$ cat src/rtl/dsc_pkg.sv
package dsc_pkg;

  typedef enum logic [2:0] {
    ST_PARK,
    ST_AZ,
    ST_INT,
    ST_DE,
    ST_ZI
  } dsc_state_e;

  // Discharge length picked by the over-range outcome of the last reading.
  function automatic int unsigned zi_span(input logic over,
                                          input int unsigned norm_len,
                                          input int unsigned long_len);
    return over ? long_len : norm_len;
  endfunction

  // In-range readings below the floor are flagged as under-range.
  function automatic logic below_floor(input int unsigned cnt,
                                       input int unsigned floor_val,
                                       input logic over);
    return !over && (cnt < floor_val);
  endfunction

endpackage

$ cat src/rtl/dsc_sync.sv
module dsc_sync #(
  parameter int STAGES = 2
) (
  input  logic clk,
  input  logic rst_n,
  input  logic din,
  output logic level,
  output logic rise
);
  logic [STAGES:0] sh;

  always_ff @(posedge clk or negedge rst_n) begin
    if (!rst_n) sh <= '0;
    else        sh <= {sh[STAGES-1:0], din};
  end

  assign level = sh[STAGES-1];
  assign rise  = sh[STAGES-1] & ~sh[STAGES];
endmodule

$ cat src/rtl/dsc_phase_ctl.sv
module dsc_phase_ctl
  import dsc_pkg::*;
#(
  parameter int INT_CLKS   = 10000,
  parameter int OVR_LIMIT  = 20001,
  parameter int ZI_NORM    = 150,
  parameter int ZI_OVR     = 6200,
  parameter int CYCLE_CLKS = 40002,
  parameter int START_AZ   = 100,
  parameter int CW         = 16,
  parameter int RW         = 15
) (
  input  logic          clk,
  input  logic          rst_n,
  input  logic          cmp_pos,
  input  logic          run_lvl,
  input  logic          run_rise,
  output dsc_state_e    st,
  output logic          flag,
  output logic          de_end,
  output logic [RW-1:0] de_count,
  output logic          de_over
);
  localparam logic [CW-1:0] CYC_LAST = CW'(CYCLE_CLKS - 1);
  localparam logic [CW-1:0] CYC_LEAD = CW'(CYCLE_CLKS - START_AZ);
  localparam logic [CW-1:0] INT_LAST = CW'(INT_CLKS - 1);
  localparam logic [CW-1:0] DE_LAST  = CW'(OVR_LIMIT - 1);

  logic [CW-1:0] cyc;
  logic [CW-1:0] pcnt;
  logic          armed;
  logic          last_over;

  // Named events for the checks below.
  logic de_hit, de_full, int_last, zi_last, cyc_end;
  logic [CW-1:0] zi_end_cnt;

  assign de_hit     = (st == ST_DE) && (cmp_pos != flag);
  assign de_full    = (st == ST_DE) && (pcnt == DE_LAST);
  assign int_last   = (st == ST_INT) && (pcnt == INT_LAST);
  assign zi_end_cnt = CW'(zi_span(last_over, ZI_NORM, ZI_OVR) - 1);
  assign zi_last    = (st == ST_ZI) && (pcnt == zi_end_cnt);
  assign cyc_end    = (st == ST_AZ) && (cyc == CYC_LAST);

  assign de_end   = de_hit || de_full;
  assign de_over  = !de_hit;
  assign de_count = de_hit ? RW'(pcnt) : RW'(OVR_LIMIT);

  always_ff @(posedge clk or negedge rst_n) begin
    if (!rst_n) begin
      st        <= ST_PARK;
      cyc       <= '0;
      pcnt      <= '0;
      armed     <= 1'b0;
      flag      <= 1'b0;
      last_over <= 1'b0;
    end else begin
      case (st)
        ST_PARK: begin
          if (run_rise) begin
            st    <= ST_AZ;
            cyc   <= CYC_LEAD;
            armed <= 1'b1;
          end
        end
        ST_AZ: begin
          if (cyc_end) begin
            if (run_lvl || armed) begin
              st    <= ST_INT;
              cyc   <= '0;
              pcnt  <= '0;
              armed <= 1'b0;
            end else begin
              st <= ST_PARK;
            end
          end else begin
            cyc <= cyc + 1'b1;
          end
        end
        ST_INT: begin
          cyc <= cyc + 1'b1;
          if (int_last) begin
            flag <= cmp_pos;
            st   <= ST_DE;
            pcnt <= '0;
          end else begin
            pcnt <= pcnt + 1'b1;
          end
        end
        ST_DE: begin
          cyc <= cyc + 1'b1;
          if (de_end) begin
            st        <= ST_ZI;
            pcnt      <= '0;
            last_over <= de_over;
          end else begin
            pcnt <= pcnt + 1'b1;
          end
        end
        ST_ZI: begin
          cyc <= cyc + 1'b1;
          if (zi_last) st <= ST_AZ;
          else         pcnt <= pcnt + 1'b1;
        end
        default: st <= ST_PARK;
      endcase
    end
  end

  // the latched sign does not move while de-integrating
  assert_flag_steady_R2: assert property (@(posedge clk) disable iff (!rst_n)
    (st == ST_DE && $past(st) == ST_DE) |-> $stable(flag));

  // parked stays parked without a request edge
  assert_park_holds_R8: assert property (@(posedge clk) disable iff (!rst_n)
    (st == ST_PARK && !run_rise) |=> st == ST_PARK);

  // discharge never runs past its long length
  assert_zi_bound_R6: assert property (@(posedge clk) disable iff (!rst_n)
    (st == ST_ZI) |-> (pcnt < CW'(ZI_OVR)));

  // a free-running cycle end leads straight into integration
  assert_wrap_to_int_R7: assert property (@(posedge clk) disable iff (!rst_n)
    (cyc_end && run_lvl) |=> st == ST_INT);
endmodule

$ cat src/rtl/dsc_result.sv
module dsc_result
  import dsc_pkg::*;
#(
  parameter int RW          = 15,
  parameter int OVR_LIMIT   = 20001,
  parameter int UNDER_LIMIT = 1800
) (
  input  logic          clk,
  input  logic          rst_n,
  input  logic          de_end,
  input  logic [RW-1:0] de_count,
  input  logic          de_over,
  input  logic          flag,
  output logic [RW-1:0] res_count,
  output logic          res_neg,
  output logic          res_over,
  output logic          res_under,
  output logic          done
);
  always_ff @(posedge clk or negedge rst_n) begin
    if (!rst_n) begin
      res_count <= '0;
      res_neg   <= 1'b0;
      res_over  <= 1'b0;
      res_under <= 1'b0;
      done      <= 1'b0;
    end else begin
      done <= de_end;
      if (de_end) begin
        res_count <= de_count;
        res_neg   <= ~flag;
        res_over  <= de_over;
        res_under <= below_floor(32'(de_count), UNDER_LIMIT, de_over);
      end
    end
  end

  // an over-range reading always carries the ceiling count
  assert_over_ceiling_R4: assert property (@(posedge clk) disable iff (!rst_n)
    res_over |-> (res_count == RW'(OVR_LIMIT)));

  // under-range and over-range never coexist
  assert_under_excl_R5: assert property (@(posedge clk) disable iff (!rst_n)
    res_under |-> !res_over);

  // done is a single-clock pulse
  assert_done_pulse_R11: assert property (@(posedge clk) disable iff (!rst_n)
    done |=> !done);
endmodule

$ cat src/rtl/dsc_seq.sv
module dsc_seq
  import dsc_pkg::*;
#(
  parameter int INT_CLKS    = 10000,
  parameter int FULL_SCALE  = 20000,
  parameter int UNDER_LIMIT = 1800,
  parameter int ZI_NORM     = 150,
  parameter int ZI_OVR      = 6200,
  parameter int CYCLE_CLKS  = 40002,
  parameter int START_AZ    = 100,
  parameter int SYNC_STAGES = 2,
  localparam int OVR_LIMIT  = FULL_SCALE + 1,
  localparam int CW         = $clog2(CYCLE_CLKS),
  localparam int RW         = $clog2(OVR_LIMIT + 1)
) (
  input  logic          clk,
  input  logic          rst_n,
  input  logic          cmp_pos,
  input  logic          run_req,
  output logic [3:0]    phase_en,
  output logic          busy,
  output logic          ref_flip,
  output logic [RW-1:0] res_count,
  output logic          res_neg,
  output logic          res_over,
  output logic          res_under,
  output logic          done
);
  logic          run_lvl, run_rise;
  dsc_state_e    st;
  logic          flag, de_end, de_over;
  logic [RW-1:0] de_count;

  dsc_sync #(.STAGES(SYNC_STAGES)) u_sync (
    .clk(clk), .rst_n(rst_n), .din(run_req), .level(run_lvl), .rise(run_rise)
  );

  dsc_phase_ctl #(
    .INT_CLKS(INT_CLKS), .OVR_LIMIT(OVR_LIMIT), .ZI_NORM(ZI_NORM),
    .ZI_OVR(ZI_OVR), .CYCLE_CLKS(CYCLE_CLKS), .START_AZ(START_AZ),
    .CW(CW), .RW(RW)
  ) u_ctl (
    .clk(clk), .rst_n(rst_n), .cmp_pos(cmp_pos), .run_lvl(run_lvl),
    .run_rise(run_rise), .st(st), .flag(flag), .de_end(de_end),
    .de_count(de_count), .de_over(de_over)
  );

  dsc_result #(.RW(RW), .OVR_LIMIT(OVR_LIMIT), .UNDER_LIMIT(UNDER_LIMIT)) u_res (
    .clk(clk), .rst_n(rst_n), .de_end(de_end), .de_count(de_count),
    .de_over(de_over), .flag(flag), .res_count(res_count), .res_neg(res_neg),
    .res_over(res_over), .res_under(res_under), .done(done)
  );

  always_comb begin
    phase_en = 4'b0000;
    case (st)
      ST_PARK, ST_AZ: phase_en[0] = 1'b1;
      ST_INT:         phase_en[1] = 1'b1;
      ST_DE:          phase_en[2] = 1'b1;
      ST_ZI:          phase_en[3] = 1'b1;
      default:        phase_en = 4'b0000;
    endcase
  end

  assign busy     = (st == ST_INT) || (st == ST_DE);
  assign ref_flip = flag;

  // exactly one phase enable at any time
  assert_phase_onehot_R1: assert property (@(posedge clk) disable iff (!rst_n)
    $countones(phase_en) == 1);

  // de-integration is only ever entered from integration
  assert_de_after_int_R1: assert property (@(posedge clk) disable iff (!rst_n)
    $rose(phase_en[2]) |-> $past(phase_en[1]));

  // a reading completes exactly as discharge begins
  assert_done_at_zi_R11: assert property (@(posedge clk) disable iff (!rst_n)
    done |-> phase_en[3]);
endmodule

$ cat config.mk
export PLATFORM = sky130hd
export DESIGN_NAME = dsc_seq
export DESIGN_NICKNAME = d
export VERILOG_FILES = /design/src/rtl/dsc_pkg.sv /design/src/rtl/dsc_sync.sv /design/src/rtl/dsc_phase_ctl.sv /design/src/rtl/dsc_result.sv /design/src/rtl/dsc_seq.sv
export SDC_FILE = /design/constraint.sdc
export NUM_CORES = 1
export LEC_CHECK = 0
export BUFFER_PORTS_ARGS = -buffer_cell sky130_fd_sc_hd__buf_2
export CAP_MARGIN = 5
export CORE_MARGIN = 5
export CORE_UTILIZATION = 40
export DETAILED_ROUTE_END_ITERATION = 8
export PLACE_DENSITY = 0.57
export SLEW_MARGIN = 5
export SYNTH_ARGS = -nofsm -noshare
export SYNTH_HDL_FRONTEND = slang
export SYNTH_SLANG_ARGS = --single-unit
$ cat constraint.sdc
create_clock -name clk -period 5.35 [get_ports clk]
set_input_delay 0 -clock clk [delete_from_list [all_inputs] [get_ports clk]]
set_output_delay 0 -clock clk [all_outputs]
set_load 0.05 [all_outputs]
### Yosys cells after proc, flatten, opt, wreduce, memory -nomap -nowiden

Index checks and enable logic that the tools add are counted.

| cells by class | value |
|---|---|
| equality and inequality tests | 17 |
| add/sub/neg operators | 3 |
| reduce and logical (&&, ||, !) cells | 22 |
| $lt $le $gt $ge | 1 |
| bitwise operators | 3 |
| mux-type cells | 26 |

Operator list:

| operator | count |
|---|---|
| 16-bit 2-to-1 mux | 7 |
| 16-bit one-hot mux with 4 select lines | 1 |
| 16-bit one-hot mux with 3 select lines | 1 |
| 16-bit by 1-bit adder with 16-bit output (second input constant) | 2 |
| 16-bit by 14-bit == test with 1-bit output (second input constant) | 1 |
| 16-bit by 15-bit == test with 1-bit output (second input constant) | 1 |
| 16-bit == test | 1 |
| 16-bit == test (second input constant) | 1 |
| 16-bit by 1-bit subtractor with 16-bit output (second input constant) | 1 |
| 15-bit by 11-bit < comparator with 1-bit output (second input constant) | 1 |
| 15-bit 2-to-1 mux | 1 |
| 3-bit 2-to-1 mux | 5 |
| 3-bit one-hot mux with 5 select lines | 1 |
| 13-bit 2-to-1 mux | 1 |
| 2-bit by 1-bit inequality test with 1-bit output (second input constant) | 4 |
| 4-bit AND reduction | 2 |
| 1-bit 2-to-1 mux | 7 |
| 3-bit by 2-bit == test with 1-bit output (second input constant) | 2 |
| 1-bit logical AND | 6 |
| 2-bit inequality test (second input constant) | 3 |
| 5-bit AND reduction | 1 |
| 2-bit AND reduction | 2 |
| 4-bit nonzero test | 1 |
| 3-bit by 1-bit == test with 1-bit output (second input constant) | 1 |
| 15 further kinds | 18 |

| storage, ports and cells | value |
|---|---|
| output and inout port bits | 25 |
| word-level logic and storage cells | 84 |
| flip-flop bits (word level) | 60 |

### Longest topological paths before layout

| depth | value |
|---|---|
| depth in word-level cells | 6 |
| gate-level depth with buffers | 9 |
| depth with buffers taken out | 9 |

### Hierarchy

A second synthesis with hierarchy kept.

| second synthesis, totals | value |
|---|---|
| cell total of the unflattened synthesis | 356 |
| area total of the unflattened synthesis | 3,403.3 µm² |

By module, submodules not included:

| module | area each (µm²) | cells each | seq. area each (µm²) | times used |
|---|---|---|---|---|
| dsc_phase_ctl | 2,555.0 | 302 | 950.9 | 1 |
| dsc_result | 715.7 | 45 | 475.5 | 1 |
| dsc_sync | 88.8 | 4 | 75.1 | 1 |
| dsc_seq | 43.8 | 5 | 0.0 | 1 |

### Worst setup path after synthesis

Ideal clock, no wire load.

| timing | value |
|---|---|
| path type | flip-flop to flip-flop |
| start | reg u_ctl.st[0] |
| end | reg u_res.res_under |
| path buffers | 3 |
| slack | 2.890 ns |
| arrival | 2.338 ns |
| stages on the path, launching flop included | 9 |
| required time | 5.228 ns |
| library setup time | 0.122 ns |
| path through | dfrtp_1 -> clkbuf_1 -> inv_1 -> nor2_1 -> and2_1 -> clkbuf_1 -> nor2_1 -> clkbuf_1 -> a32o_1 |

| on the way | value |
|---|---|
| cells in the longest elaborated chain, start to end | 5 |

RTL lines:

| what | line | source |
|---|---|---|
| from (decl) | dsc_phase_ctl.sv:18 | `output dsc_state_e st,` |
| from (signal assigned) | dsc_phase_ctl.sv:51 | `st <= ST_PARK;` |
| from (signal assigned) | dsc_phase_ctl.sv:61 | `st <= ST_AZ;` |
| from (signal assigned) | dsc_phase_ctl.sv:69 | `st <= ST_INT;` |
| 3-bit by 2-bit == test with 1-bit output * | dsc_phase_ctl.sv:38, dsc_phase_ctl.sv:39 |  |
| 1-bit logical AND | dsc_phase_ctl.sv:38 | `assign de_hit = (st == ST_DE) && (cmp_pos != flag);` |
| 15-bit 2-to-1 mux | dsc_phase_ctl.sv:47 | `assign de_count = de_hit ? RW'(pcnt) : RW'(OVR_LIMIT);` |
| 15-bit by 11-bit < comparator with 1-bit output | dsc_pkg.sv:22 | `return !over && (cnt < floor_val);` |
| 1-bit logical AND | dsc_pkg.sv:22 |  |
| to (signal assigned) | dsc_result.sv:33 | `res_under <= below_floor(32'(de_count), UNDER_LIMIT, de_over);` |
| to (decl) | dsc_result.sv:17 | `output logic res_under,` |

Mark *: on every way between the ends. The rest lies on a longest branch, timed or not.
A chain may end at the register's enable or synchronous reset.

### Final worst setup path

| timing | value |
|---|---|
| start | reg u_ctl.cyc[1] |
| end | reg u_ctl.cyc[4] |

| on the way | value |
|---|---|
| cells in the longest elaborated chain, start to end | 4 |

RTL lines:

| what | line | source |
|---|---|---|
| from (decl) | dsc_phase_ctl.sv:29 | `logic [CW-1:0] cyc;` |
| from (signal assigned) | dsc_phase_ctl.sv:77 | `cyc <= cyc + 1'b1;` |
| from (signal assigned) | dsc_phase_ctl.sv:81 | `cyc <= cyc + 1'b1;` |
| from (signal assigned) | dsc_phase_ctl.sv:91 | `cyc <= cyc + 1'b1;` |
| branches (longest 4 deep; another with 16-bit by 1-bit adder with 16-bit output) | -- |  |

Parallel ways; which one is timed is not known.

==> run_results.csv <==
group,metric,value,unit
run_status,outcome,"completed",
finish,area_growth,14.72,%
yosys,syn_nets,363,
clock_tree,hold_buffers,3,
setup_path,cp_slowest_cell,"o311ai_2",
global_routing,grt_max_degree,61,
setup_path,worstPathArrival,3.16,ns
setup_path,crit_chain,"inv_1 -> ha_1 -> nor4bb_1 -> nand4_1 -> or4_1 -> o311ai_2 -> o21ai_0 -> nand2_1",
yosys,yosys_register_bits,60,
drt,drtAntennaViolNets,0,
yosys,synth_edf_count,0,
timing,worstMarginPinSlew,1.031,ns
setup_path,reg2reg_to,"u_ctl.cyc[4]$_DFFE_PN0P_",
timing,maxSlewHeadroom,31.15,%
worst_hold_path,hold_path_class,"input pin to flop",
finish,nFillCells,770,
yosys,synth_top_cell_by_area,"dfrtp_1",
pwr,peakVddDrop,307.4,uV
drt,drc,0,
timing,rsz0062_at_grt,"no",
placement,place_congestion,0.8010,
placement,pre_cts_slack,2.456,ns
setup_path,reg2reg_from,"u_ctl.cyc[1]$_DFFE_PN0P_",
setup_path,cp_top_family,"compound AO/OA/AOI/OAI gates",
clock_tree,tritoncts,"built",
setup_path,crit_required,5.63,ns
floorplan,initial_core_util,41.02,%
yosys,syn_area,0.003153,mm2
timing,fin_skew,0.006746,ns
setup_path,critPathLaunchType,"flop",
floorplan,dieArea,0.009758,mm2
timing,fmax,346.5,MHz
yosys,synth_warnings,0,
timing,finalHoldViolCount,0,
global_routing,globalRouteOverflowTotal,0,
yosys,yosysTopAreaCellShare,47.62,%
setup_path,critPathCapture,"u_ctl.cyc[4]$_DFFE_PN0P_",
finish,final_util,47.05,%
global_routing,antenna_found_initial,0,
setup_path,ff2ff_setup_slack,2.46,ns
setup_path,crit_start,"u_ctl.cyc[1]$_DFFE_PN0P_",
floorplan,core_area,0.007687,mm2
placement,hpwl,5567,um
floorplan,rows,32,
drt,vias,2769,
global_routing,grt_pass1_wl,13970,um
flow_run,drv_cap,0,
clock_tree,post_cts_buffers,0,
global_routing,grt_pass1_vias,2698,
timing,finalSetupViolCount,0,
setup_path,worst-path-buf-inv,1,
floorplan,die_w,98.79,um
yosys,yosysUniqueCellTypes,49,
placement,portBuffers,28,
drt,vias_per_cell,5.651,
drt,wire_per_inst,16.85,um
clock_tree,clock_latency,0.34,ns
setup_path,endpoint_kind,"flop",
yosys,syn_inst,355,
yosys,synth_area_per_cell,8.882,um2
clock_tree,cts_buffers,9,
clock_tree,cts.sinks,60,
yosys,seq_area_frac_synth,47.62,%
finish,nNetsFinal,392,
yosys,async_reset_ff_share,100.0,%
clock_tree,htreeDepth,3,
setup_path,crit_type,"flop to flop",
finish,drive_above_1_share,13.92,%
setup_path,worstPathMaxFanout,17,
timing,slew_viol_final,0,
timing,worst_slack,2.464,ns
clock_tree,cts-resized-gates,0,
pwr,powerDensity,585.5,mW/mm2
timing,fin_tns_setup,0,ns
pwr,leakagePower,1.603,nW
yosys,yosys-top-cells-area,"dfrtp_1 48%, o21ai_0 7.9%, nor2_1 3.8%",
floorplan,die_h,98.79,um
setup_path,slowest_delay,0.86,ns
drt,drtIter0Drc,184,
finish,diodes,0,
floorplan,io_pins,29,
timing,finalCritPeriodShare,53.94,%
setup_path,r2r_cells,8,
clock_tree,cts.clk_slew.worst_paths,0.07,ns
setup_path,cp.depth,8,
clock_tree,root_buffer,"clkbuf_8",
clock_tree,cts_buffer_depth,2,
global_routing,track_usage,17.77,%
yosys,synth_ff_type,"dfrtp_1",
drt,drt_pass1_iterations,4,
drt,finalWirelength,8258,um
timing,layout_min_cycle_time,2.886,ns
[layer usage]
metal / up-vias / global-route usage, % / share of wire, %
li1: 1345 / - / -
met1: 1363 / 25.62 / 50
met2: 53 / 26.34 / 45
met3: 8 / 3.397 / 3.4
met4: 0 / 6.933 / 1.4
met5: - / 0 / 0
[registers in the layout, summed over array words and instances (netlist names)]
register,cells
u_ctl.st,3
u_ctl.last_over,1
u_res.res_count,15
u_ctl.flag,1
u_sync.sh,3
u_res.res_under,1
u_ctl.pcnt,16
u_res.res_neg,1
u_ctl.cyc,16
u_res.done,1
u_res.res_over,1
u_ctl.armed,1
[cells in the final DEF, fill, tap and decap left out, drive strengths merged, types with 2 or more instances in the layout]
master and n:
o41ai 4, o211ai 2, clkbuf 14, a22o 7
nand2b 4, o21ai 51, and4b 2, dlygate4sd3 3
dfrtp 60, or4 6, ha 4, nor4bb 2
nor3 10, or3b 2, nor2 32, nand2 29
inv 22, o22a 4, or3 7, a21oi 19
and3 7, nand4 9, a31oi 7, xor2 2
o31ai 3, a2bb2oi 2, nor4b 2, nor2b 3
and2 2, buf 32, nor4 4, nand3 15
[stage by stage]
step,total power [mW],std cells,area (um2),hold slack (ns)
6_report,2.118,490,3617,0.2991
5_1_grt,2.280,490,3617,0.3255
3_3_place_gp,1.676,472,3385,0.1096
2_1_floorplan,1.432,355,3153,-0.2956
3_5_place_dp,1.698,472,3385,0.1093
4_1_cts,2.132,490,3617,0.2869
[cells in the mapped netlist (5+ instances only)]
cell      number
a21oi_1       19
a22o_1         7
a31oi_1        7
and3_1         7
clkbuf_1      15
dfrtp_1       60
inv_1         22
nand2_1       29
nand3_1       15
nand4_1        9
nor2_1        32
nor3_1        10
o21ai_0       50
or3_1          7
or4_1          5
[where the power goes]
part	total [mW]	internal (mW)	switching [mW]
combinational	0.997	0.309	0.688
sequential	0.692	0.570	0.122
clock	0.429	0.252	0.178
[layout make-up]
cell class	instances	area (um2)	share of cell area (%)
Sequential cell	60	1501	41.51
Multi-Input combinational cell	255	1499	41.44
Timing Repair Buffer	35	200.2	5.534
Clock buffer	14	172.7	4.773
Tap cell	102	127.6	3.528
Inverter	23	86.33	2.387
Clock inverter	1	30.03	0.8302
[worst min-delay path by stage]
stage,from,end,slack (ns),cells past startpoint
global route,run_req,u_sync.sh[0]$_DFF_PN0_,0.33,2
global placement,run_req,u_sync.sh[0]$_DFF_PN0_,0.11,1
finish,run_req,u_sync.sh[0]$_DFF_PN0_,0.30,2
detailed placement,run_req,u_sync.sh[0]$_DFF_PN0_,0.11,1
CTS,run_req,u_sync.sh[0]$_DFF_PN0_,0.29,2
floorplan,rst_n,u_ctl.armed$_DFFE_PN0P_,-0.30,0
[kinds of logic after synthesis]
family                     Yosys count  synth area share, %
DFF                                 60                47.62
buffers and inverters               40                5.039
muxes                                1               0.3571
xor gates and xnor gates             2               0.5557
AOI/OAI and AO/OA                  106                20.95
and+or+nand+nor                    142                23.89
adders and majority gates            4                1.587
Power figures use the tool's default switching activity.
